==> src/rtl/exc_entry_pkg.sv <==
package exc_entry_pkg;

    localparam int XLEN   = 32;
    localparam int CODE_W = 12;

    localparam int SR_MD = 30;
    localparam int SR_RB = 29;
    localparam int SR_BL = 28;
    localparam logic [XLEN-1:0] SR_IMASK = 32'h0000_00F0;

    localparam logic [XLEN-1:0] RST_PC    = 32'hA000_0000;
    localparam logic [XLEN-1:0] RST_SR    = 32'h7000_00F0;
    localparam logic [XLEN-1:0] RST_FPSCR = 32'h0004_0001;

    localparam logic [XLEN-1:0] OFS_GEN = 32'h0000_0100;
    localparam logic [XLEN-1:0] OFS_TLB = 32'h0000_0400;
    localparam logic [XLEN-1:0] OFS_IRQ = 32'h0000_0600;

    localparam logic [CODE_W-1:0] CODE_POR  = 12'h000;
    localparam logic [CODE_W-1:0] CODE_TRAP = 12'h160;

    typedef enum logic [2:0] {
        EV_NONE  = 3'd0,
        EV_MRST  = 3'd1,
        EV_EXC   = 3'd2,
        EV_TLB   = 3'd3,
        EV_TRAP  = 3'd4,
        EV_IRQ   = 3'd5,
        EV_HALT  = 3'd6,
        EV_SLEEP = 3'd7
    } ev_kind_e;

    typedef enum logic [1:0] {
        PWR_RUN   = 2'd0,
        PWR_SLEEP = 2'd1,
        PWR_STBY  = 2'd2
    } pwr_e;

    typedef struct packed {
        ev_kind_e          kind;
        logic [CODE_W-1:0] code;
    } ev_sel_t;

    function automatic logic [XLEN-1:0] sr_on_entry(input logic [XLEN-1:0] s);
        return s | (32'h1 << SR_MD) | (32'h1 << SR_RB) | (32'h1 << SR_BL);
    endfunction

    function automatic logic [XLEN-1:0] sr_on_mreset(input logic [XLEN-1:0] s);
        return sr_on_entry(s) | SR_IMASK;
    endfunction

    function automatic logic is_entry(input ev_kind_e k);
        return (k == EV_EXC) || (k == EV_TLB) || (k == EV_TRAP) || (k == EV_IRQ);
    endfunction

    function automatic logic [XLEN-1:0] ev_vector(input logic [XLEN-1:0] base,
                                                  input ev_kind_e k);
        case (k)
            EV_TLB:  return base + OFS_TLB;
            EV_IRQ:  return base + OFS_IRQ;
            default: return base + OFS_GEN;
        endcase
    endfunction

endpackage

==> src/rtl/exc_arbiter.sv <==
module exc_arbiter
    import exc_entry_pkg::*;
(
    input  logic              clk,
    input  logic              rst,
    input  logic              mrst_req,
    input  logic [CODE_W-1:0] mrst_code,
    input  logic              exc_req,
    input  logic              exc_tlb,
    input  logic [CODE_W-1:0] exc_code,
    input  logic [CODE_W-1:0] exc_slot_code,
    input  logic              trap_req,
    input  logic              irq_req,
    input  logic [CODE_W-1:0] irq_code,
    input  logic              sleep_req,
    input  logic              in_slot,
    input  logic              sr_bl,
    input  logic              vbr_zero,
    input  logic              halted,
    input  logic              asleep,
    output ev_sel_t           sel,
    output logic              trap_fire,
    output logic              cpu_op
);

    logic run;

    always_comb begin
        run       = !halted && !asleep;
        sel.kind  = EV_NONE;
        sel.code  = '0;
        trap_fire = 1'b0;
        if (mrst_req) begin
            sel.kind = EV_MRST;
            sel.code = mrst_code;
        end else if (run && exc_req) begin
            sel.kind = vbr_zero ? EV_HALT : (exc_tlb ? EV_TLB : EV_EXC);
            sel.code = in_slot ? exc_slot_code : exc_code;
        end else if (run && trap_req) begin
            trap_fire = 1'b1;
            sel.kind  = vbr_zero ? EV_HALT : EV_TRAP;
            sel.code  = CODE_TRAP;
        end else if (!halted && irq_req && !sr_bl) begin
            sel.kind = EV_IRQ;
            sel.code = irq_code;
        end else if (run && sleep_req) begin
            sel.kind = EV_SLEEP;
        end
        cpu_op = run && (sel.kind == EV_NONE);
    end

    p_irq_masked_r5: assert property (@(posedge clk) disable iff (rst)
        sr_bl |-> sel.kind != EV_IRQ);

    p_mrst_first_r11: assert property (@(posedge clk) disable iff (rst)
        mrst_req |-> sel.kind == EV_MRST);

    p_sleep_blocks_r10: assert property (@(posedge clk) disable iff (rst)
        (asleep && !mrst_req) |-> (sel.kind == EV_NONE || sel.kind == EV_IRQ) && !cpu_op);

endmodule

==> src/rtl/exc_gpr_bank.sv <==
module exc_gpr_bank #(
    parameter  int NREG  = 16,
    parameter  int NBANK = 8,
    parameter  int W     = 32,
    localparam int RA_W  = $clog2(NREG),
    localparam int NHI   = NREG - NBANK
) (
    input  logic            clk,
    input  logic            rst,
    input  logic            swap,
    input  logic            we,
    input  logic [RA_W-1:0] waddr,
    input  logic [W-1:0]    wdata,
    input  logic [RA_W-1:0] raddr,
    output logic [W-1:0]    rdata,
    output logic [W-1:0]    r_top
);

    logic [W-1:0] act [NBANK];
    logic [W-1:0] alt [NBANK];
    logic [W-1:0] hi  [NHI];

    for (genvar i = 0; i < NBANK; i++) begin : g_banked
        logic [W-1:0] merged;
        assign merged = (we && waddr == RA_W'(i)) ? wdata : act[i];
        always_ff @(posedge clk) begin
            if (rst) begin
                act[i] <= '0;
                alt[i] <= '0;
            end else if (swap) begin
                act[i] <= alt[i];
                alt[i] <= merged;
            end else begin
                act[i] <= merged;
            end
        end
    end

    for (genvar j = 0; j < NHI; j++) begin : g_plain
        always_ff @(posedge clk) begin
            if (rst) begin
                hi[j] <= '0;
            end else if (we && waddr == RA_W'(j + NBANK)) begin
                hi[j] <= wdata;
            end
        end
    end

    always_comb begin
        if (raddr < RA_W'(NBANK)) begin
            rdata = act[raddr[$clog2(NBANK)-1:0]];
        end else begin
            rdata = hi[raddr - RA_W'(NBANK)];
        end
    end

    assign r_top = hi[NHI-1];

    p_swap_r8: assert property (@(posedge clk) disable iff (rst)
        swap |=> act[0] == $past(alt[0]));

    p_top_stable_r8: assert property (@(posedge clk) disable iff (rst)
        (!we || waddr != RA_W'(NREG-1)) |=> $stable(hi[NHI-1]));

endmodule

==> src/rtl/exc_ctrl_regs.sv <==
module exc_ctrl_regs
    import exc_entry_pkg::*;
(
    input  logic              clk,
    input  logic              rst,
    input  ev_sel_t           sel,
    input  logic              trap_fire,
    input  logic [7:0]        trap_imm,
    input  logic              stby_bit,
    input  logic              cpu_op,
    input  logic              sr_we,
    input  logic [XLEN-1:0]   sr_wdata,
    input  logic              vbr_we,
    input  logic [XLEN-1:0]   vbr_wdata,
    input  logic              pc_step,
    input  logic              slot_enter,
    input  logic [XLEN-1:0]   r_top,
    output logic              swap,
    output logic [XLEN-1:0]   pc_q,
    output logic [XLEN-1:0]   npc_q,
    output logic [XLEN-1:0]   sr_q,
    output logic [XLEN-1:0]   spc_q,
    output logic [XLEN-1:0]   ssr_q,
    output logic [XLEN-1:0]   sgr_q,
    output logic [XLEN-1:0]   vbr_q,
    output logic [CODE_W-1:0] expevt_q,
    output logic [CODE_W-1:0] intevt_q,
    output logic [XLEN-1:0]   tra_q,
    output logic [XLEN-1:0]   fpscr_q,
    output logic              slot_q,
    output logic              halt_q,
    output pwr_e              pwr_q,
    output logic              redirect_q
);

    logic [XLEN-1:0] sr_nxt;
    logic [XLEN-1:0] target;
    logic [XLEN-1:0] tra_val;

    always_comb begin
        case (sel.kind)
            EV_MRST:                         sr_nxt = sr_on_mreset(sr_q);
            EV_EXC, EV_TLB, EV_TRAP, EV_IRQ: sr_nxt = sr_on_entry(sr_q);
            EV_NONE:                         sr_nxt = (cpu_op && sr_we) ? sr_wdata : sr_q;
            default:                         sr_nxt = sr_q;
        endcase
    end

    assign swap    = !rst && (sr_nxt[SR_RB] != sr_q[SR_RB]);
    assign target  = ev_vector(vbr_q, sel.kind);
    assign tra_val = {{(XLEN-10){1'b0}}, trap_imm, 2'b00};

    always_ff @(posedge clk) begin
        if (rst) begin
            pc_q       <= RST_PC;
            npc_q      <= RST_PC + 32'd2;
            sr_q       <= RST_SR;
            spc_q      <= '0;
            ssr_q      <= '0;
            sgr_q      <= '0;
            vbr_q      <= '0;
            expevt_q   <= CODE_POR;
            intevt_q   <= '0;
            tra_q      <= '0;
            fpscr_q    <= RST_FPSCR;
            slot_q     <= 1'b0;
            halt_q     <= 1'b0;
            pwr_q      <= PWR_RUN;
            redirect_q <= 1'b0;
        end else begin
            sr_q       <= sr_nxt;
            redirect_q <= 1'b0;
            case (sel.kind)
                EV_MRST: begin
                    expevt_q   <= sel.code;
                    pc_q       <= RST_PC;
                    npc_q      <= RST_PC + 32'd2;
                    halt_q     <= 1'b0;
                    pwr_q      <= PWR_RUN;
                    slot_q     <= 1'b0;
                    redirect_q <= 1'b1;
                end
                EV_EXC, EV_TLB, EV_TRAP, EV_IRQ: begin
                    spc_q      <= pc_q;
                    ssr_q      <= sr_q;
                    sgr_q      <= r_top;
                    pc_q       <= target;
                    npc_q      <= target + 32'd2;
                    slot_q     <= 1'b0;
                    redirect_q <= 1'b1;
                    if (sel.kind == EV_IRQ) begin
                        intevt_q <= sel.code;
                        pwr_q    <= PWR_RUN;
                    end else begin
                        expevt_q <= sel.code;
                    end
                    if (sel.kind == EV_TRAP) begin
                        tra_q <= tra_val;
                    end
                end
                EV_HALT: begin
                    halt_q <= 1'b1;
                    if (trap_fire) begin
                        tra_q <= tra_val;
                    end
                end
                EV_SLEEP: begin
                    pwr_q <= stby_bit ? PWR_STBY : PWR_SLEEP;
                end
                default: begin
                    if (cpu_op) begin
                        if (vbr_we) begin
                            vbr_q <= vbr_wdata;
                        end
                        if (pc_step) begin
                            pc_q  <= npc_q;
                            npc_q <= npc_q + 32'd2;
                        end
                        if (slot_enter) begin
                            slot_q <= 1'b1;
                        end else if (pc_step) begin
                            slot_q <= 1'b0;
                        end
                    end
                end
            endcase
        end
    end

    p_entry_saves_r3: assert property (@(posedge clk) disable iff (rst)
        is_entry(sel.kind) |=> spc_q == $past(pc_q) && ssr_q == $past(sr_q));

    p_entry_sr_r3: assert property (@(posedge clk) disable iff (rst)
        is_entry(sel.kind) |=> sr_q[SR_MD] && sr_q[SR_RB] && sr_q[SR_BL] && !slot_q);

    p_mrst_pc_r2: assert property (@(posedge clk) disable iff (rst)
        sel.kind == EV_MRST |=> pc_q == RST_PC && sr_q[7:4] == 4'hF && !halt_q);

    p_halt_sticky_r9: assert property (@(posedge clk) disable iff (rst)
        (halt_q && sel.kind != EV_MRST) |=> halt_q && $stable(pc_q) && $stable(sr_q));

    p_redirect_r12: assert property (@(posedge clk) disable iff (rst)
        redirect_q |-> $past(sel.kind) != EV_NONE);

    p_step_r13: assert property (@(posedge clk) disable iff (rst)
        (cpu_op && pc_step) |=> pc_q == $past(npc_q));

endmodule

==> src/rtl/exc_entry_ctrl.sv <==
module exc_entry_ctrl
    import exc_entry_pkg::*;
#(
    parameter  int NREG  = 16,
    parameter  int NBANK = 8,
    localparam int RA_W  = $clog2(NREG)
) (
    input  logic              clk,
    input  logic              rst,
    input  logic              mrst_req,
    input  logic [CODE_W-1:0] mrst_code,
    input  logic              exc_req,
    input  logic              exc_tlb,
    input  logic [CODE_W-1:0] exc_code,
    input  logic [CODE_W-1:0] exc_slot_code,
    input  logic              trap_req,
    input  logic [7:0]        trap_imm,
    input  logic              irq_req,
    input  logic [CODE_W-1:0] irq_code,
    input  logic              sleep_req,
    input  logic [7:0]        stby_ctl,
    input  logic              sr_we,
    input  logic [XLEN-1:0]   sr_wdata,
    input  logic              vbr_we,
    input  logic [XLEN-1:0]   vbr_wdata,
    input  logic              pc_step,
    input  logic              slot_enter,
    input  logic              gpr_we,
    input  logic [RA_W-1:0]   gpr_waddr,
    input  logic [XLEN-1:0]   gpr_wdata,
    input  logic [RA_W-1:0]   gpr_raddr,
    output logic [XLEN-1:0]   gpr_rdata,
    output logic [XLEN-1:0]   pc,
    output logic [XLEN-1:0]   npc,
    output logic [XLEN-1:0]   sr,
    output logic [XLEN-1:0]   spc,
    output logic [XLEN-1:0]   ssr,
    output logic [XLEN-1:0]   sgr,
    output logic [XLEN-1:0]   vbr,
    output logic [CODE_W-1:0] expevt,
    output logic [CODE_W-1:0] intevt,
    output logic [XLEN-1:0]   tra,
    output logic [XLEN-1:0]   fpscr,
    output logic              in_slot,
    output logic              halt,
    output logic [1:0]        pwr_state,
    output logic              redirect
);

    ev_sel_t         sel;
    logic            trap_fire;
    logic            cpu_op;
    logic            swap;
    logic [XLEN-1:0] r_top;
    pwr_e            pwr_q;

    exc_arbiter u_arb (
        .clk           (clk),
        .rst           (rst),
        .mrst_req      (mrst_req),
        .mrst_code     (mrst_code),
        .exc_req       (exc_req),
        .exc_tlb       (exc_tlb),
        .exc_code      (exc_code),
        .exc_slot_code (exc_slot_code),
        .trap_req      (trap_req),
        .irq_req       (irq_req),
        .irq_code      (irq_code),
        .sleep_req     (sleep_req),
        .in_slot       (in_slot),
        .sr_bl         (sr[SR_BL]),
        .vbr_zero      (vbr == '0),
        .halted        (halt),
        .asleep        (pwr_q != PWR_RUN),
        .sel           (sel),
        .trap_fire     (trap_fire),
        .cpu_op        (cpu_op)
    );

    exc_ctrl_regs u_regs (
        .clk        (clk),
        .rst        (rst),
        .sel        (sel),
        .trap_fire  (trap_fire),
        .trap_imm   (trap_imm),
        .stby_bit   (stby_ctl[7]),
        .cpu_op     (cpu_op),
        .sr_we      (sr_we),
        .sr_wdata   (sr_wdata),
        .vbr_we     (vbr_we),
        .vbr_wdata  (vbr_wdata),
        .pc_step    (pc_step),
        .slot_enter (slot_enter),
        .r_top      (r_top),
        .swap       (swap),
        .pc_q       (pc),
        .npc_q      (npc),
        .sr_q       (sr),
        .spc_q      (spc),
        .ssr_q      (ssr),
        .sgr_q      (sgr),
        .vbr_q      (vbr),
        .expevt_q   (expevt),
        .intevt_q   (intevt),
        .tra_q      (tra),
        .fpscr_q    (fpscr),
        .slot_q     (in_slot),
        .halt_q     (halt),
        .pwr_q      (pwr_q),
        .redirect_q (redirect)
    );

    exc_gpr_bank #(
        .NREG  (NREG),
        .NBANK (NBANK),
        .W     (XLEN)
    ) u_gpr (
        .clk   (clk),
        .rst   (rst),
        .swap  (swap),
        .we    (gpr_we && cpu_op),
        .waddr (gpr_waddr),
        .wdata (gpr_wdata),
        .raddr (gpr_raddr),
        .rdata (gpr_rdata),
        .r_top (r_top)
    );

    assign pwr_state = pwr_q;

endmodule

==> config.mk <==
export PLATFORM = sky130hd
export DESIGN_NAME = exc_entry_ctrl
export DESIGN_NICKNAME = d
export VERILOG_FILES = /design/src/rtl/exc_entry_pkg.sv /design/src/rtl/exc_arbiter.sv /design/src/rtl/exc_gpr_bank.sv /design/src/rtl/exc_ctrl_regs.sv /design/src/rtl/exc_entry_ctrl.sv
export SDC_FILE = /design/constraint.sdc
export NUM_CORES = 2
export LEC_CHECK = 0
export ABC_AREA = 1
export BUFFER_PORTS_ARGS = -buffer_cell sky130_fd_sc_hd__buf_4
export CORE_MARGIN = 2
export CORE_UTILIZATION = 51
export DETAILED_ROUTE_END_ITERATION = 8
export GPL_TIMING_DRIVEN = 0
export PLACE_DENSITY = 0.75
export SLEW_MARGIN = 5
export SYNTH_ARGS = -nofsm -noshare
export SYNTH_HDL_FRONTEND = slang
export SYNTH_SLANG_ARGS = --single-unit
==> constraint.sdc <==
create_clock -name clk -period 12.45 [get_ports clk]
set_input_delay 1.245 -clock clk [delete_from_list [all_inputs] [get_ports clk]]
set_output_delay 1.245 -clock clk [all_outputs]
set_load 0.01 [all_outputs]
======== Word level (Yosys, flattened, before mapping) ========
Memories as Yosys holds them, arrays and structs flattened. A register that Yosys moved wholly into a read port is not among the register bits.
Cells that the tools add are included.
storage, ports and cells
  flip-flop bits (word level) ............. 253
  bits in latches ......................... 0
  RAM bits ................................ 768
  memory bits (read-only) ................. 0
  output and inout port bits .............. 349
  logic and storage cells ................. 257
  memories ................................ 3
operators by class
  add/sub/neg operators ................... 6
  multiply operators ...................... 0
  div/mod/pow operators ................... 0
  order comparisons ....................... 1
  eq/ne operators ......................... 28
  shift operators ......................... 0
  multiplexer cells ....................... 109
  bitwise logic cells ..................... 36
  reduce and logical (&&, ||, !) cells .... 58
memory list
  name       depth  width  rd ports  clocked after memory_dff  write ports  RTL line            text
  u_gpr.act  8      32     9         0                         8            exc_gpr_bank.sv:19  logic [W-1:0] act [NBANK];
  u_gpr.alt  8      32     8         0                         8            exc_gpr_bank.sv:20  logic [W-1:0] alt [NBANK];
  u_gpr.hi   8      32     2         1                         8            exc_gpr_bank.sv:21  logic [W-1:0] hi [NHI];
operators by type and width
  kind                                             number
  two-way mux 32 bit                               48
  one-hot mux 32 bit (3 select lines)              3
  one-hot mux 32 bit (2 select lines)              2
  adder 32 x 11 -> 32 bit (second input constant)  2
  adder 32 x 2 -> 32 bit (second input constant)   2
  two-way mux 15 bit                               3
  two-way mux 1 bit                                40
  two-way mux 12 bit                               3
  adder 32 x 9 -> 32 bit (second input constant)   1
  == test 4 bit (second input constant)            8
  logical NOT 32 bit                               1
  bitwise OR 1 bit                                 32
  logical AND 1 bit                                26
  one-hot mux 12 bit (2 select lines)              1
  == test 4 x 3 -> 1 bit (second input constant)   4
  AND reduction 3 bit                              5
  nonzero test 3 bit                               5
  == test 3 bit (second input constant)            4
  nonzero test 2 bit                               6
  two-way mux 3 bit                                3
  == test 4 x 2 -> 1 bit (second input constant)   2
  AND reduction 2 bit                              4
  OR reduction 7 bit                               1
  == test 3 x 2 -> 1 bit (second input constant)   2
  other kinds (18)                                 30

======== Logic depth before layout (Yosys ltp) ========
  depth in word-level cells ............... 21
  mapped depth ............................ 29
  depth with buffers taken out ............ 27

======== By module ========
From an unflattened synthesis, not the netlist that was laid out.
second synthesis, totals
  cells, all modules ...................... 6393
  area, all modules ....................... 51401.8 µm²
modules (own cells, without submodules)
  module          times used  cells an instance  area an instance (µm²)
  exc_gpr_bank    1           4398               38186.6
  exc_ctrl_regs   1           1832               12493.2
  exc_arbiter     1           129                591.8
  exc_entry_ctrl  1           34                 130.1

======== Worst setup path after synthesis ========
No wires, ideal clock.
  kind .................................... in2reg
  from .................................... input port exc_req
  to ...................................... memory u_gpr.alt[0][0] (enable)
  arrival ................................. 6110 ps
  slack ................................... 5833 ps
  stages on the path ...................... 17
  path buffers ............................ 2
  path through ............................ inv_1 nor2_8 inv_2 nand2_4 o21ai_4 nor2_8 nor3_4 nand2_2 inv_2 nand2_4 inv_2 o211ai_2 o21ai_1 nand2_1 nand3_2 buf_2 buf_2
RTL lines
  what                RTL line              text
  start: declaration  exc_entry_ctrl.sv:12  input logic exc_req,
  end: declaration    exc_gpr_bank.sv:20

==> impl_results.rst <==
.. list-table::
   :header-rows: 1

   * - Metric
     - Value
   * - Outcome
     - complete, no violations
   * - Vias after detailed routing
     - 46386
   * - First-pass GRT wire length
     - 283800 um
   * - Area of the core
     - 99710 um2
   * - Number of clock buffers inserted by TritonCTS
     - 108
   * - Hold endpoint
     - u_regs.intevt_q[4]
   * - Timing-limited maximum frequency
     - about 160 MHz
   * - CTS resizes
     - 0
   * - Total setup violations reported at the end of the flow
     - 0
   * - Slack of the worst reg-to-reg path
     - slightly above 6 ns
   * - Hold-fix buffers, CTS
     - 0
   * - Transition time at the pin with the least slew margin
     - 1.477 ns
   * - Beginning of the worst register-to-register path
     - u_regs.vbr_q[10]
   * - Post-DP HPWL
     - 150000 um
   * - Global placer's final weighted congestion
     - 1.012
   * - Effective utilization at floorplan
     - 0.5120
   * - Logic pwr share
     - 0.200
   * - Count of antenna diodes in the layout
     - 0
   * - Minimum clock period after layout
     - 6.257 ns
   * - Worst slew margin relative to its limit
     - 0.01506
   * - Share of cells above drive strength 1
     - 0.1403
   * - Arrival time worst endpoint
     - around 6.6 ns
   * - Mapped Area
     - 51050 um2
   * - Starting DRC count in detailed routing
     - 6381
   * - Number of buffers between clock root and the deepest sink
     - 3
   * - Critical Path Sink Type
     - register
   * - Core Rows
     - 116
   * - Clk root buf
     - sky130_fd_sc_hd__clkbuf_16
   * - Reg2reg path depth
     - 23
   * - Clock latency of the later-clocked register in the worst-skew pair
     - slightly above 0.7 ns
   * - Routed via count divided by cell count
     - 5.785
   * - Switching power total
     - 2.909 mW
   * - Final clock period utilization by the worst path
     - 0.5026
   * - Number of register bits inferred by synthesis
     - 1029
   * - Unrepaired setup endpoints after global routing
     - false
   * - Total global routing track utilization
     - 0.3781
   * - CTS H-tree lvls
     - 3
   * - Number of synthesized flops with an enable pin
     - around 770
   * - Max IR drop VDD
     - 0.2214 mV
   * - Number of setup buffers added after CTS
     - 0
   * - Leakage power of the design
     - 26.01 nW
   * - Main combinational cell family by area after synthesis
     - simple AND/OR/NAND/NOR gates
   * - Pin count of the biggest net entering global routing
     - 117
   * - Final routed DRC violation total
     - 0
   * - Area share of xor/xnor cells in the synthesized design
     - 0.01149
   * - Total Die Area
     - between 100000 and 150000 um2
   * - Worst Setup Start Kind
     - register
   * - Power density cells
     - 153.9 nW/um2
   * - Ys Warns
     - 0
   * - Sequential fraction of the synthesis area
     - 0.5541
   * - Number of distinct standard cells referenced by the synthesized netlist
     - 53
   * - Flip-flop cell with the highest count after synthesis
     - sky130_fd_sc_hd__edfxtp_1
   * - Synthesized-area fraction occupied by and/or/nand/nor cells
     - 0.1861
   * - Synthesized-area fraction occupied by ao, oa, aoi and oai cells
     - 0.1301
   * - Synthesized instance count
     - between 5000 and 6000
   * - Wirelength per Cell
     - 24.93 um
   * - Final hold viol count
     - 0
   * - Avg Cell Area, Syn
     - ~8.9 um2
   * - Horizontal extent of the die
     - approximately 320 um
   * - DIE HEIGHT
     - between 300 and 400 um
   * - Hold slack final
     - 0.4652 ns
   * - Sequential share of power
     - 0.439
   * - Largest clock skew in the final design
     - 0.04006 ns
   * - Buffers added on ports
     - 460
   * - Ys async rst share
     - 0
   * - Share of synthesized cell area in full adder, half adder and majority cells
     - 0.001961
   * - Initial antenna violation count
     - 10
   * - Area Overhead vs Synth
     - 20.14%
   * - Switching share of power
     - 0.3083
   * - Critical hold path startpoint
     - u_regs.intevt_q[4]
   * - Number of nets still failing antenna checks after routing
     - 0
   * - Critical register-to-register path endpoint
     - u_gpr.alt[0][79]
   * - Setup tns final
     - 0 ns
   * - Total grt overflow
     - 0
   * - CTS sink cnt
     - about 1000
   * - Placement Setup Slack
     - about 6.0 ns
   * - Number of max-slew violations in the final report
     - 0
   * - Number of cells on the worst hold path
     - 2
   * - Iteration count of the initial detailed-routing pass
     - 7
   * - Smallest setup slack after layout
     - 6.193 ns
   * - Drt total wl
     - 199900 um
   * - Critical Path RT
     - ~13 ns
   * - Via count of the first global-routing pass
     - 43937
   * - Clock tree from TritonCTS
     - done
   * - DP Cell Count
     - a little under 8000
   * - Final instance count without filler cells
     - 8019
   * - Share of total power in the clock network
     - 0.361
   * - Top-Level Pins
     - 530
   * - Net count, final
     - about 6800
   * - Internal
     - around 6.5 mW
   * - Share of synthesized area spent on multiplexers
     - 0.02510
   * - Category of the most critical setup path
     - register to register
   * - Worst-path fanout max
     - around 120
   * - Clock-pin slew on the worst setup and hold paths
     - 0.06 ns
   * - Number of max-cap violations
     - 0
   * - Hold Crit Class
     - register to register
[worst max-delay path by stage]
stage,from,end,slack [ns],depth (start not counted)
finish,u_regs.vbr_q[10],u_gpr.alt[0][79],6.19,23
global route,u_regs.vbr_q[10],u_gpr.alt[1][79],5.99,23
CTS,u_regs.vbr_q[10],u_gpr.alt[1][79],6.42,23
detailed placement,exc_req,u_gpr.alt[1][126],6.04,20
global placement,exc_req,u_gpr.alt[1][122],2.84,18
floorplan,exc_req,u_gpr.alt[0][0],5.83,17
[power groups by stage]
| stage | Sequential, mW | Combinational, mW | Clock, mW |
|---|---|---|---|
| final | 4.14 | 1.89 | 3.40 |
| after detailed placement | 4.20 | 1.83 | 0 |
| after CTS | 4.13 | 1.84 | 3.40 |
| after floorplan | 4.21 | 0.929 | 0 |
| after global placement | 4.21 | 1.80 | 0 |
| after global routing | 4.16 | 2.00 | 3.52 |
[registers in the layout, indices dropped and copies added, names as in the netlist, 2 cells and up]
signal / flops
u_gpr.act: 256
u_gpr.alt: 256
u_gpr.hi: 256
u_regs.npc_q: 32
u_regs.pc_q: 32
u_regs.sgr_q: 32
u_regs.spc_q: 32
u_regs.sr_q: 32
u_regs.ssr_q: 32
u_regs.vbr_q: 32
u_regs.expevt_q: 12
u_regs.intevt_q: 12
u_regs.tra_q: 8
u_regs.pwr_q: 2
[worst max-delay path, cell delays in order (launching register included)]
cell                       delay, ns
sky130_fd_sc_hd__dfxtp_1        0.64
sky130_fd_sc_hd__inv_1          0.25
sky130_fd_sc_hd__ha_1           0.26
sky130_fd_sc_hd__nand2_1        0.19
sky130_fd_sc_hd__inv_1          0.07
sky130_fd_sc_hd__nand2_1        0.06
sky130_fd_sc_hd__nor2_1         0.04
sky130_fd_sc_hd__nand2_1        0.06
sky130_fd_sc_hd__nor2_1         0.08
sky130_fd_sc_hd__nor2_2         0.20
sky130_fd_sc_hd__nor2_8         0.09
sky130_fd_sc_hd__nor3_4         0.45
sky130_fd_sc_hd__nand2_2        0.27
sky130_fd_sc_hd__inv_2          0.30
sky130_fd_sc_hd__nand2_4        0.15
sky130_fd_sc_hd__inv_2          0.11
sky130_fd_sc_hd__o211ai_2       0.08
sky130_fd_sc_hd__o21ai_1        0.12
sky130_fd_sc_hd__nand2_1        0.15
sky130_fd_sc_hd__nand3_2        0.31
sky130_fd_sc_hd__buf_2          0.38
sky130_fd_sc_hd__buf_8          0.54
sky130_fd_sc_hd__buf_16         0.41
sky130_fd_sc_hd__buf_16         0.49
[cell usage after synthesis, types with 55 or more instances]
| master | instances | area (um2) |
|---|---|---|
| sky130_fd_sc_hd__o21ai_0 | 574 | 2873 |
| sky130_fd_sc_hd__nor2_1 | 872 | 3273 |
| sky130_fd_sc_hd__xor2_1 | 58 | 508.0 |
| sky130_fd_sc_hd__buf_2 | 55 | 275.3 |
| sky130_fd_sc_hd__a21oi_1 | 240 | 1201 |
| sky130_fd_sc_hd__o21ai_1 | 251 | 1256 |
| sky130_fd_sc_hd__mux2i_1 | 128 | 1281 |
| sky130_fd_sc_hd__buf_4 | 97 | 728.2 |
| sky130_fd_sc_hd__edfxtp_1 | 768 | 23060 |
| sky130_fd_sc_hd__o211ai_1 | 148 | 1111 |
| sky130_fd_sc_hd__inv_1 | 532 | 1997 |
| sky130_fd_sc_hd__dfxtp_1 | 261 | 5225 |
| sky130_fd_sc_hd__nand3_1 | 406 | 2032 |
| sky130_fd_sc_hd__clkbuf_1 | 272 | 1021 |
| sky130_fd_sc_hd__nor3_1 | 79 | 395.4 |
| sky130_fd_sc_hd__nand2_1 | 758 | 2845 |
[logic make-up after synthesis]
logic type / Yosys count
AND/OR/NAND/NOR: 2221
adder cells (fa/ha/maj): 8
other: 2
AO/OA/AOI/OAI: 1234
XOR/XNOR: 67
multiplexers: 128
buffers and inverters: 1056
flip-flops: 1029
[per-stage QoR]
stage | util | instance area (um2) | total power, mW
after floorplan | - | 52220 | 5.137
after global placement | 0.5746 | 57300 | 6.005
after detailed placement | 0.5785 | 57680 | 6.035
after CTS | 0.6151 | 61340 | 9.375
after global routing | 0.6151 | 61340 | 9.685
final | 0.6151 | 61340 | 9.437
[routing by layer]
| metal | up-vias | GRT usage | share of wire |
|---|---|---|---|
| met5 | - | 0 | 0.00043 |
| li1 | 20793 | - | - |
| met2 | 3118 | 0.6195 | 0.46 |
| met4 | 12 | 0.2746 | 0.085 |
| met3 | 727 | 0.1001 | 0.12 |
| met1 | 21736 | 0.4277 | 0.34 |
[layout make-up]
cell class                      instances  area (um2)
Buffer                                488        2525
Fill cell                            8561       38370
Clock buffer                          126        2790
Clock inverter                         69       867.1
Tap cell                             1298        1624
Timing Repair Buffer                  471        3725
Sequential cell                      1029       28290
Multi-Input combinational cell       3970       19380
Inverter                              568        2142
[placed cells by master (no fill, tap or decap), types with 108 or more instances in the layout]
| master | netlist | layout |
|---|---|---|
| sky130_fd_sc_hd__o21ai_0 | 574 | 566 |
| sky130_fd_sc_hd__nor2_1 | 872 | 872 |
| sky130_fd_sc_hd__a21oi_1 | 240 | 240 |
| sky130_fd_sc_hd__inv_1 | 532 | 532 |
| sky130_fd_sc_hd__buf_4 | 97 | 557 |
| sky130_fd_sc_hd__nand3_1 | 406 | 406 |
| sky130_fd_sc_hd__o211ai_1 | 148 | 148 |
| sky130_fd_sc_hd__o21ai_1 | 251 | 251 |
| sky130_fd_sc_hd__clkbuf_16 | 0 | 108 |
| sky130_fd_sc_hd__mux2i_1 | 128 | 128 |
| sky130_fd_sc_hd__dfxtp_1 | 261 | 261 |
| sky130_fd_sc_hd__nand2_1 | 758 | 758 |
| sky130_fd_sc_hd__clkbuf_1 | 272 | 283 |
| sky130_fd_sc_hd__conb_1 | 2 | 312 |
| sky130_fd_sc_hd__edfxtp_1 | 768 | 768 |
Note: power is estimated with default switching activity, not from simulation.
